$ cat src/rtl/lamp_pkg.sv
package lamp_pkg;

    localparam int FIELD_W    = 4;
    localparam int LEVEL_FULL = 9;
    localparam int HALF_W     = 11;

    localparam int HALF_C3 = 65;
    localparam int HALF_C4 = 140;
    localparam int HALF_C5 = 320;
    localparam int HALF_C6 = 640;
    localparam int HALF_C7 = 1280;

    typedef enum logic [1:0] {
        CH_DARK,
        CH_STEADY,
        CH_LIT,
        CH_UNLIT
    } ch_state_e;

    function automatic logic is_blink(input logic [FIELD_W-1:0] c);
        return (c >= 4'd3) && (c <= 4'd7);
    endfunction

    function automatic logic [HALF_W-1:0] half_ticks(input logic [FIELD_W-1:0] c);
        logic [HALF_W-1:0] h;
        case (c)
            4'd3:    h = HALF_W'(HALF_C3);
            4'd4:    h = HALF_W'(HALF_C4);
            4'd5:    h = HALF_W'(HALF_C5);
            4'd6:    h = HALF_W'(HALF_C6);
            4'd7:    h = HALF_W'(HALF_C7);
            default: h = HALF_W'(1);
        endcase
        return h;
    endfunction

endpackage

$ cat src/rtl/lamp_timebase.sv
module lamp_timebase #(
    parameter int TICK_DIV = 250000
) (
    input  logic                         clk,
    input  logic                         rst_n,
    output logic                         ms_tick,
    output logic [lamp_pkg::FIELD_W-1:0] pwm_step
);
    localparam int DIV_W = (TICK_DIV > 1) ? $clog2(TICK_DIV) : 1;
    localparam int STEPS = lamp_pkg::LEVEL_FULL;

    logic [DIV_W-1:0] div_q;

    assign ms_tick = (div_q == DIV_W'(TICK_DIV - 1));

    always_ff @(posedge clk or negedge rst_n) begin
        if (!rst_n) begin
            div_q <= '0;
        end else if (ms_tick) begin
            div_q <= '0;
        end else begin
            div_q <= div_q + DIV_W'(1);
        end
    end

    always_ff @(posedge clk or negedge rst_n) begin
        if (!rst_n) begin
            pwm_step <= '0;
        end else if (pwm_step == lamp_pkg::FIELD_W'(STEPS - 1)) begin
            pwm_step <= '0;
        end else begin
            pwm_step <= pwm_step + lamp_pkg::FIELD_W'(1);
        end
    end

endmodule

$ cat src/rtl/lamp_regs.sv
module lamp_regs #(
    parameter int NUM_LEDS = 32,
    parameter int ADDR_W   = 4,
    parameter int DATA_W   = 32
) (
    input  logic                                  clk,
    input  logic                                  rst_n,
    input  logic                                  bus_en,
    input  logic                                  bus_we,
    input  logic [ADDR_W-1:0]                     bus_addr,
    input  logic [DATA_W-1:0]                     bus_wdata,
    output logic [DATA_W-1:0]                     bus_rdata,
    output logic [NUM_LEDS*lamp_pkg::FIELD_W-1:0] flash_bits,
    output logic [NUM_LEDS*lamp_pkg::FIELD_W-1:0] bright_bits,
    output logic [NUM_LEDS-1:0]                   sw_bits,
    output logic [NUM_LEDS-1:0]                   pol_bits,
    output logic [NUM_LEDS-1:0]                   hwen_bits
);
    localparam int LANES    = DATA_W / lamp_pkg::FIELD_W;
    localparam int WORDS    = NUM_LEDS / LANES;
    localparam int A_BRIGHT = WORDS;
    localparam int A_SW     = 2 * WORDS;
    localparam int A_POL    = A_SW + 1;
    localparam int A_HWEN   = A_SW + 2;

    logic [DATA_W-1:0] flash_q  [WORDS];
    logic [DATA_W-1:0] bright_q [WORDS];
    logic [DATA_W-1:0] rd_mux;
    logic              wr;

    assign wr = bus_en && bus_we;

    for (genvar w = 0; w < WORDS; w++) begin : g_flat
        assign flash_bits[w*DATA_W +: DATA_W]  = flash_q[w];
        assign bright_bits[w*DATA_W +: DATA_W] = bright_q[w];
    end

    always_ff @(posedge clk or negedge rst_n) begin
        if (!rst_n) begin
            for (int w = 0; w < WORDS; w++) begin
                flash_q[w]  <= '0;
                bright_q[w] <= '0;
            end
            sw_bits   <= '0;
            pol_bits  <= '0;
            hwen_bits <= '0;
        end else if (wr) begin
            for (int w = 0; w < WORDS; w++) begin
                if (bus_addr == ADDR_W'(w))            flash_q[w]  <= bus_wdata;
                if (bus_addr == ADDR_W'(A_BRIGHT + w)) bright_q[w] <= bus_wdata;
            end
            if (bus_addr == ADDR_W'(A_SW))   sw_bits   <= bus_wdata[NUM_LEDS-1:0];
            if (bus_addr == ADDR_W'(A_POL))  pol_bits  <= bus_wdata[NUM_LEDS-1:0];
            if (bus_addr == ADDR_W'(A_HWEN)) hwen_bits <= bus_wdata[NUM_LEDS-1:0];
        end
    end

    always_comb begin
        rd_mux = '0;
        for (int w = 0; w < WORDS; w++) begin
            if (bus_addr == ADDR_W'(w))            rd_mux = flash_q[w];
            if (bus_addr == ADDR_W'(A_BRIGHT + w)) rd_mux = bright_q[w];
        end
        if (bus_addr == ADDR_W'(A_SW))   rd_mux = DATA_W'(sw_bits);
        if (bus_addr == ADDR_W'(A_POL))  rd_mux = DATA_W'(pol_bits);
        if (bus_addr == ADDR_W'(A_HWEN)) rd_mux = DATA_W'(hwen_bits);
    end

    always_ff @(posedge clk or negedge rst_n) begin
        if (!rst_n) begin
            bus_rdata <= '0;
        end else if (bus_en && !bus_we) begin
            bus_rdata <= rd_mux;
        end
    end

endmodule

$ cat src/rtl/lamp_channel.sv
module lamp_channel (
    input  logic                         clk,
    input  logic                         rst_n,
    input  logic                         ms_tick,
    input  logic [lamp_pkg::FIELD_W-1:0] pwm_step,
    input  logic                         enable,
    input  logic [lamp_pkg::FIELD_W-1:0] code,
    input  logic [lamp_pkg::FIELD_W-1:0] level,
    output logic                         lit
);
    import lamp_pkg::*;

    ch_state_e         st_q, st_d;
    logic [HALF_W-1:0] cnt_q, cnt_d;
    logic [FIELD_W-1:0] code_q, code_d;
    logic              half_end;
    logic              phase_on;
    logic              pwm_on;

    assign half_end = (cnt_q == half_ticks(code_q) - HALF_W'(1));

    always_ff @(posedge clk or negedge rst_n) begin
        if (!rst_n) begin
            st_q   <= CH_DARK;
            cnt_q  <= '0;
            code_q <= '0;
        end else begin
            st_q   <= st_d;
            cnt_q  <= cnt_d;
            code_q <= code_d;
        end
    end

    always_comb begin
        st_d   = st_q;
        cnt_d  = cnt_q;
        code_d = code_q;
        unique case (st_q)
            CH_DARK: begin
                if (enable) begin
                    st_d   = is_blink(code) ? CH_LIT : CH_STEADY;
                    cnt_d  = '0;
                    code_d = code;
                end
            end
            CH_STEADY: begin
                if (!enable) begin
                    st_d = CH_DARK;
                end else if (is_blink(code)) begin
                    st_d   = CH_LIT;
                    cnt_d  = '0;
                    code_d = code;
                end
            end
            CH_LIT, CH_UNLIT: begin
                if (!enable) begin
                    st_d = CH_DARK;
                end else if (ms_tick) begin
                    if (half_end) begin
                        cnt_d  = '0;
                        code_d = code;
                        if (!is_blink(code)) begin
                            st_d = CH_STEADY;
                        end else begin
                            st_d = (st_q == CH_LIT) ? CH_UNLIT : CH_LIT;
                        end
                    end else begin
                        cnt_d = cnt_q + HALF_W'(1);
                    end
                end
            end
            default: st_d = CH_DARK;
        endcase
    end

    always_comb begin
        phase_on = (st_q == CH_STEADY) || (st_q == CH_LIT);
        pwm_on   = (level >= FIELD_W'(LEVEL_FULL)) || (pwm_step < level);
        lit      = enable && phase_on && pwm_on;
    end

endmodule

$ cat src/rtl/lamp_ctrl.sv
module lamp_ctrl #(
    parameter int NUM_LEDS = 32,
    parameter int ADDR_W   = 4,
    parameter int DATA_W   = 32,
    parameter int TICK_DIV = 250000
) (
    input  logic                clk,
    input  logic                rst_n,
    input  logic                bus_en,
    input  logic                bus_we,
    input  logic [ADDR_W-1:0]   bus_addr,
    input  logic [DATA_W-1:0]   bus_wdata,
    output logic [DATA_W-1:0]   bus_rdata,
    output logic [NUM_LEDS-1:0] led_out
);
    localparam int FW = lamp_pkg::FIELD_W;

    logic [NUM_LEDS*FW-1:0] flash_bits;
    logic [NUM_LEDS*FW-1:0] bright_bits;
    logic [NUM_LEDS-1:0]    sw_bits;
    logic [NUM_LEDS-1:0]    pol_bits;
    logic [NUM_LEDS-1:0]    hwen_bits;
    logic [NUM_LEDS-1:0]    ch_on;
    logic                   ms_tick;
    logic [FW-1:0]          pwm_step;

    lamp_regs #(
        .NUM_LEDS(NUM_LEDS),
        .ADDR_W  (ADDR_W),
        .DATA_W  (DATA_W)
    ) u_regs (
        .clk        (clk),
        .rst_n      (rst_n),
        .bus_en     (bus_en),
        .bus_we     (bus_we),
        .bus_addr   (bus_addr),
        .bus_wdata  (bus_wdata),
        .bus_rdata  (bus_rdata),
        .flash_bits (flash_bits),
        .bright_bits(bright_bits),
        .sw_bits    (sw_bits),
        .pol_bits   (pol_bits),
        .hwen_bits  (hwen_bits)
    );

    lamp_timebase #(
        .TICK_DIV(TICK_DIV)
    ) u_time (
        .clk     (clk),
        .rst_n   (rst_n),
        .ms_tick (ms_tick),
        .pwm_step(pwm_step)
    );

    for (genvar i = 0; i < NUM_LEDS; i++) begin : g_ch
        lamp_channel u_ch (
            .clk     (clk),
            .rst_n   (rst_n),
            .ms_tick (ms_tick),
            .pwm_step(pwm_step),
            .enable  (sw_bits[i] & ~hwen_bits[i]),
            .code    (flash_bits[FW*i +: FW]),
            .level   (bright_bits[FW*i +: FW]),
            .lit     (ch_on[i])
        );
    end

    always_ff @(posedge clk or negedge rst_n) begin
        if (!rst_n) begin
            led_out <= '1;
        end else begin
            led_out <= ~(pol_bits ^ ch_on);
        end
    end

endmodule

$ cat config.mk
export PLATFORM = sky130hd
export DESIGN_NAME = lamp_ctrl
export DESIGN_NICKNAME = d
export VERILOG_FILES = /design/src/rtl/lamp_pkg.sv /design/src/rtl/lamp_timebase.sv /design/src/rtl/lamp_regs.sv /design/src/rtl/lamp_channel.sv /design/src/rtl/lamp_ctrl.sv
export SDC_FILE = /design/constraint.sdc
export NUM_CORES = 2
export LEC_CHECK = 0
export BUFFER_PORTS_ARGS = -buffer_cell sky130_fd_sc_hd__clkbuf_2
export CORE_UTILIZATION = 30
export CTS_CLUSTER_SIZE = 25
export DETAILED_ROUTE_END_ITERATION = 6
export GPL_TIMING_DRIVEN = 0
export SYNTH_ARGS = -nofsm -noshare
export SYNTH_HDL_FRONTEND = slang
export SYNTH_HIERARCHICAL = 1
export SYNTH_SLANG_ARGS = --single-unit
$ cat constraint.sdc
create_clock -name clk -period 3.15 [get_ports clk]
set_input_delay 0.1575 -clock clk [delete_from_list [all_inputs] [get_ports clk]]
set_output_delay 0.1575 -clock clk [all_outputs]
set_load 0.02 [all_outputs]
## After elaboration in Yosys (flattened, before gate mapping)

Cells that the tools add are included.

- Word-level logic and storage cells: 2,107
- Input port bits: 40
- Output and inout port bits: 64
- Register bits after elaboration: 982

- Muxes and demuxes: 813
- Eq/ne operators: 588
- Reductions and logical operators: 335
- Bitwise logic cells: 66
- Add/sub/neg operators: 66
- $lt $le $gt $ge: 128

Operator list:

| kind | count |
|---|---|
| $mux 11 | 192 |
| $pmux 11 s5 | 32 |
| $pmux 11 s3 | 32 |
| $mux 4 | 193 |
| $eq 4x3->1 const B | 132 |
| $mux 2 | 256 |
| $pmux 4 s3 | 32 |
| $add 11x1->11 const B | 32 |
| $eq 11x11->1 | 32 |
| $mux 32 | 11 |
| $sub 11x1->11 const B | 32 |
| $ne 2x1->1 const B | 161 |
| $ne 3x3->1 const B | 95 |
| $pmux 2 s3 | 32 |
| $reduce_and 6->1 | 32 |
| $reduce_and 5->1 | 32 |
| $eq 4x2->1 const B | 34 |
| $eq 2x2->1 const B | 64 |
| $ge 4x2->1 const B | 32 |
| $ge 4x4->1 const B | 32 |
| $le 4x3->1 const B | 32 |
| $lt 4x4->1 | 32 |
| $reduce_and 4->1 | 32 |
| $logic_and 1x1->1 | 98 |
| other kinds (20) | 312 |

## Depth between registers and ports, before layout

- Depth after elaboration: 12
- Depth in mapped cells: 11
- Depth with buffers taken out: 9

## Hierarchy

Netlist, hierarchy kept.

Modules (own cells, without submodules):

| module | times used | area each (um2) | cells each | seq. area each (um2) |
|---|---|---|---|---|
| lamp_channel at g_ch[0].u_ch ... | 27 | 1,497.7 | 168 | 425.4 |
| lamp_regs | 1 | 17,839.6 | 1,337 | 9,609.2 |
| lamp_channel at g_ch[5].u_ch ... | 5 | 1,669.1 | 210 | 425.4 |
| lamp_ctrl | 1 | 1,321.3 | 96 | 840.8 |
| lamp_timebase | 1 | 1,036.0 | 98 | 550.5 |

## Least setup slack after synthesis

Ideal clock, no wire load.

- Kind: register to register
- Start: register u_time.div_q[0]
- End: register g_ch[0].u_ch.code_q[0]
- Cell stages (with the launch flop): 9
- Clock period less this slack: 2.782 ns
- Setup slack: 0.368 ns
- Data required time: 3.025 ns
- Library setup time: 0.125 ns
- Arrival time: 2.657 ns
- Buffers on the path: 1
- Cell sequence: dfrtp_1 -> ha_1 -> nand3_1 -> and4b_1 -> buf_6 -> o2111ai_1 -> or3_4 -> o21ai_4 -> mux2_4

- Cells in the longest elaborated chain, start to end: 3

RTL lines:

| element | line | RTL |
|---|---|---|
| from (decl) | lamp_timebase.sv:12 | `logic [DIV_W-1:0] div_q;` |
| from (signal assigned) | lamp_timebase.sv:22 | `div_q <= div_q + DIV_W'(1);` |
| $eq 18x18->1 | lamp_timebase.sv:14 | `assign ms_tick = (div_q == DIV_W'(TICK_DIV - 1));` |
| via ms_tick | lamp_ctrl.sv:24 | `logic ms_tick;` |
| $ne 2x1->1 (no line) | n/a |  |
| $reduce_and 6->1 (no line) | n/a |  |
| to (signal assigned) | lamp_channel.sv:30 | `code_q <= code_d;` |
| to (decl) | lamp_channel.sv:15 | `logic [FIELD_W-1:0] code_q, code_d;` |

The timed path passes the listed nets, and every way through them passes these cells.
A chain may end at the register's enable or synchronous reset.

## Worst setup path in the final report

- Start: register u_time.div_q[0]
- End: register g_ch[31].u_ch.code_q[1]

- Cells in the longest elaborated chain, start to end: 3

RTL lines:

| element | line |
|---|---|
| $eq 18x18->1 | lamp_timebase.sv:14 |
| $ne 2x2->1 (no line) | n/a |
| $reduce_and 6->1 (no line) | n/a |
| to (signal assigned) | lamp_channel.sv:30 |
| to (decl) | lamp_channel.sv:15 |

Every way passes these cells.

==> reports/results.ini <==
[status]
run_status=finished with violations
violated_checks=DRC

[synth]
postSynthCellCount=7117
mappedNetlistArea_um2=69000
synth_async_reset_ratio=1.00
yosysWarningCount=6
yosys_register_bits=982
synth-edff-count=0
synth_cell_type_count=97
prevailing_post_synth_register_cell=sky130_fd_sc_hd__dfrtp_1
postSynthNetCount=7512
seq_total_area_yosys=0.357
synth_area_per_cell_um2=9.69

[placed_design]
placedInstanceArea_um2=73600
place.port_buffers=102
post-dp-hpwl_um=156000
finalWeightedCongestion=0.967

[sta]
worst_slew_pin_slew_ps=1310
final-setup-viol-count=0
final.min_clock_period_ps=3020
fin_worst_skew_ps=34.2
layout_worst_path_cycle_share=0.960
fmaxAchievable_mhz=331
timing.slew.headroom=0.123
slew_limit_fails=0
final_hold_viol_count=0

[worst_setup_path]
timing.critical_path.from_type=flop
critPathSlowestCell=sky130_fd_sc_hd__dfrtp_1
path_delay_family=simple AND/OR/NAND/NOR gates
worstPathArrival_ps=3670
r2r_end=g_ch[31].u_ch/code_q[1]
crit_required_ps=3800
ff2ff_path_depth=9
crit_chain=ha_1 > nand3_4 > and4b_4 > buf_12 > buf_16 > o2111ai_1 > or3_4 > o21ai_4 > mux2_4
critical-path-max-stage-delay_ps=390
critical_path.max_fanout=11
worst_setup_path_end_kind=flop
timing.critical_path.buf_inv=2
worst_path_class_setup=flop to flop
r2r_slack_ps=130
reg2reg_launch_point=u_time/div_q[0]

[global_routing]
grt_pass1_wl_um=334000
grt_pass1_vias=55827
grt_start_max_net_pins=107
grt-ovfl-total=0
initial_antenna_violation_count=29
grt.total_usage=0.183

[die]
floorplan.initialDensity=0.303
dieWidth_um=482
placement_rows=175
die-height_um=482
coreArea_um2=228000
floorplan.io_pins=104
die-area_um2=232000

[drt]
wl_per_cell_um=20.9
route.vias.total=58297
postRouteWirelength_um=220000
drt_pre_antenna_iters=7
post-route-drc-count=1
drt.antenna.violating_nets=0
initialDrtViolationCount=4993
drt-vias-per-instance=5.53

[power]
power.density_cell_area_nw_per_um2=867
leakage_nw=34.0
internal_power_mw=38.4
netSwitchingFraction=0.437
total_switching_power_mw=29.8
part_of_the_total_power_dissipated_in_combinational_logic=0.527
clkPwrFrac=0.207
vdd_ir_drop_max_mv=0.498
sequentialPowerShare=0.266
total_power_mw=68.2

[clock_network]
clk_path_buf_depth=3
cts-buffers-inserted=112
clock_sink_count=982
clkTransAtPathRegs_ps=60
cts_root_buffer=sky130_fd_sc_hd__clkbuf_16
htree_num_levels=3
cts_tree=done
worst_skew_pair.late_latency_ps=760

[final_layout]
fillers=22900
final_nets=7809
ff_latch_area_um2=24600
multi_input_comb_area_um2=41300
layout-area-overhead-vs-synth_pct=14.0
fin_area_um2=78600
final_layout_size_suffix_gt1_frac=0.186

[min_path]
worst_hold_path_type=input pin to async pin

[run]
cap_violations=0

## cell usage in the layout, fill, tap and decap left out, drive strengths merged, types with 102 or more instances in the layout
cell | netlist | layout
dfrtp | 950 | 950
clkbuf | 153 | 407
ha | 355 | 355
nor2b | 141 | 141
nor2 | 406 | 406
or3 | 152 | 152
nor4 | 121 | 121
mux2i | 142 | 142
or2 | 118 | 118
a21oi | 190 | 190
o2111ai | 108 | 108
nand2 | 473 | 473
nand3 | 287 | 287
xnor2 | 185 | 185
o22ai | 102 | 102
nor3 | 143 | 143
xor2 | 197 | 197
o21ai | 354 | 354
mux2 | 495 | 495
inv | 301 | 305
buf | 200 | 254
nand2b | 141 | 141
nand4 | 156 | 156
and3 | 217 | 217
## cells in the mapped netlist, types with 34 or more instances
master                      count  area (um^2)
sky130_fd_sc_hd__a211oi_1      34          255
sky130_fd_sc_hd__a21o_1        37          278
sky130_fd_sc_hd__a21oi_1      190          951
sky130_fd_sc_hd__a22oi_1       49          368
sky130_fd_sc_hd__a2bb2oi_1     36          315
sky130_fd_sc_hd__a31oi_1       42          263
sky130_fd_sc_hd__and3_1       217         1360
sky130_fd_sc_hd__buf_2         71          355
sky130_fd_sc_hd__buf_4         72          541
sky130_fd_sc_hd__buf_6         49          552
sky130_fd_sc_hd__clkbuf_1     153          574
sky130_fd_sc_hd__dfrtp_1      950        23800
sky130_fd_sc_hd__ha_1         355         4440
sky130_fd_sc_hd__inv_1        274         1030
sky130_fd_sc_hd__mux2_1        35          394
sky130_fd_sc_hd__mux2_2       352         3960
sky130_fd_sc_hd__mux2_4       108         1620
sky130_fd_sc_hd__mux2i_1      142         1420
sky130_fd_sc_hd__nand2_1      472         1770
sky130_fd_sc_hd__nand2b_1     141          882
sky130_fd_sc_hd__nand3_1      286         1430
sky130_fd_sc_hd__nand3b_1      40          300
sky130_fd_sc_hd__nand4_1      128          801
sky130_fd_sc_hd__nor2_1       399         1500
sky130_fd_sc_hd__nor2b_1      136          851
sky130_fd_sc_hd__nor3_1       131          656
sky130_fd_sc_hd__nor3b_1       97          728
sky130_fd_sc_hd__nor4_1        91          569
sky130_fd_sc_hd__nor4b_1       70          613
sky130_fd_sc_hd__o2111ai_1    108          946
sky130_fd_sc_hd__o211ai_1      53          398
sky130_fd_sc_hd__o21ai_0      321         1610
sky130_fd_sc_hd__o21bai_1      46          345
sky130_fd_sc_hd__o221ai_1      82          718
sky130_fd_sc_hd__o22ai_1      102          638
sky130_fd_sc_hd__or2_2         91          569
sky130_fd_sc_hd__or3_1        125          782
sky130_fd_sc_hd__xnor2_1      185         1620
sky130_fd_sc_hd__xor2_1       197         1730
## worst register-to-register path, delay by kind of cell (launching register included)
| kind | cells | cell delay, ps |
|---|---|---|
| and+or+nand+nor | 3 | 880 |
| AOI/OAI and AO/OA | 2 | 540 |
| buffers and inverters | 2 | 530 |
| DFF | 1 | 390 |
| muxes | 1 | 340 |
| adders and majority gates | 1 | 240 |
## logic make-up (layout without fill, tap and decap cells)
family          after synthesis  count (layout)  synth area share
other cells                   0              16                 0
mux                         655             655             0.113
buf+inv                     654            1047            0.0461
simple gates               2710            2710             0.226
xor+xnor                    382             382            0.0485
fa+ha+maj                   355             355            0.0644
flops                       982             982             0.357
compound gates             1379            1379             0.145
## per-layer routing
| layer | vias up | track usage | routed length, um | share of wire |
|---|---|---|---|---|
| li1 | 26845 | - | - | - |
| met1 | 28935 | 0.236 | 92200 | 0.42 |
| met2 | 1958 | 0.289 | 98000 | 0.45 |
| met3 | 551 | 0.0317 | 15200 | 0.069 |
| met4 | 8 | 0.0983 | 14200 | 0.065 |
| met5 | - | 0 | 93 | 0.00042 |
## power by group through the flow
stage	clock network, mW	registers, mW	logic (mW)
finish	14.1	18.1	35.9
global route	14.9	18.5	39.4
CTS	14.4	18.0	35.3
detailed placement	0	18.2	34.7
global placement	0	18.1	33.8
floorplan	0	17.4	26.8
## state kept, by name (all words and copies together), names as in the netlist, 64 cells and up
name	count
g_ch.u_ch/cnt_q	352
g_ch.u_ch/code_q	128
u_regs/bright_bits	128
u_regs/flash_bits	128
g_ch.u_ch/st_q	64
## through the flow
stage / hold WS [ps] / setup TNS (ps) / cells / util / setup slack (ps)
detailed placement: 243 / -155740 / 10242 / 0.323 / -568
CTS: 51.2 / -1.38 / 10505 / 0.343 / -1.38
floorplan: -138 / 0 / 7117 / - / 368
global route: 83.9 / -80.0 / 10531 / 0.345 / -14.5
finish: 33.7 / 0 / 10535 / 0.345 / 125
global placement: 410 / - / 10228 / 0.321 / -23160
## worst max-delay path by stage
stage | slack [ps] | endpoint | cells past startpoint | startpoint
after detailed placement | -570 | g_ch[7].u_ch/cnt_q[9] | 9 | u_time/div_q[0]
final | 130 | g_ch[31].u_ch/code_q[1] | 9 | u_time/div_q[0]
after floorplan | 370 | g_ch[0].u_ch/code_q[0] | 8 | u_time/div_q[0]
after CTS | -1 | g_ch[27].u_ch/code_q[2] | 9 | u_time/div_q[0]
after global placement | -23160 | g_ch[6].u_ch/cnt_q[6] | 1 | rst_n
after global routing | -10 | g_ch[22].u_ch/code_q[2] | 9 | u_time/div_q[0]
## timing repair
item / in CTS / in global routing
hold endpoints to repair: 170 / 0
gates cloned: 3 / 4
buffers inserted: 15 / 20
setup endpoints to repair: 488 / 283
resized for setup: 20 / 25
pin swaps: 14 / 19
hold buffers: 35 / 0
## area by class of cell
| cell class | count | share of cell area |
|---|---|---|
| Tap cell | 3009 | 0.0479 |
| Timing Repair Buffer | 193 | 0.0226 |
| Antenna cell | 16 | 0.000509 |
| Clock inverter | 50 | 0.00797 |
| Inverter | 301 | 0.0144 |
| Clock buffer | 160 | 0.0420 |
| Buffer | 343 | 0.0259 |
| Multi-Input combinational cell | 5481 | 0.526 |
| Sequential cell | 982 | 0.313 |
(Power assumes the default switching activity.)
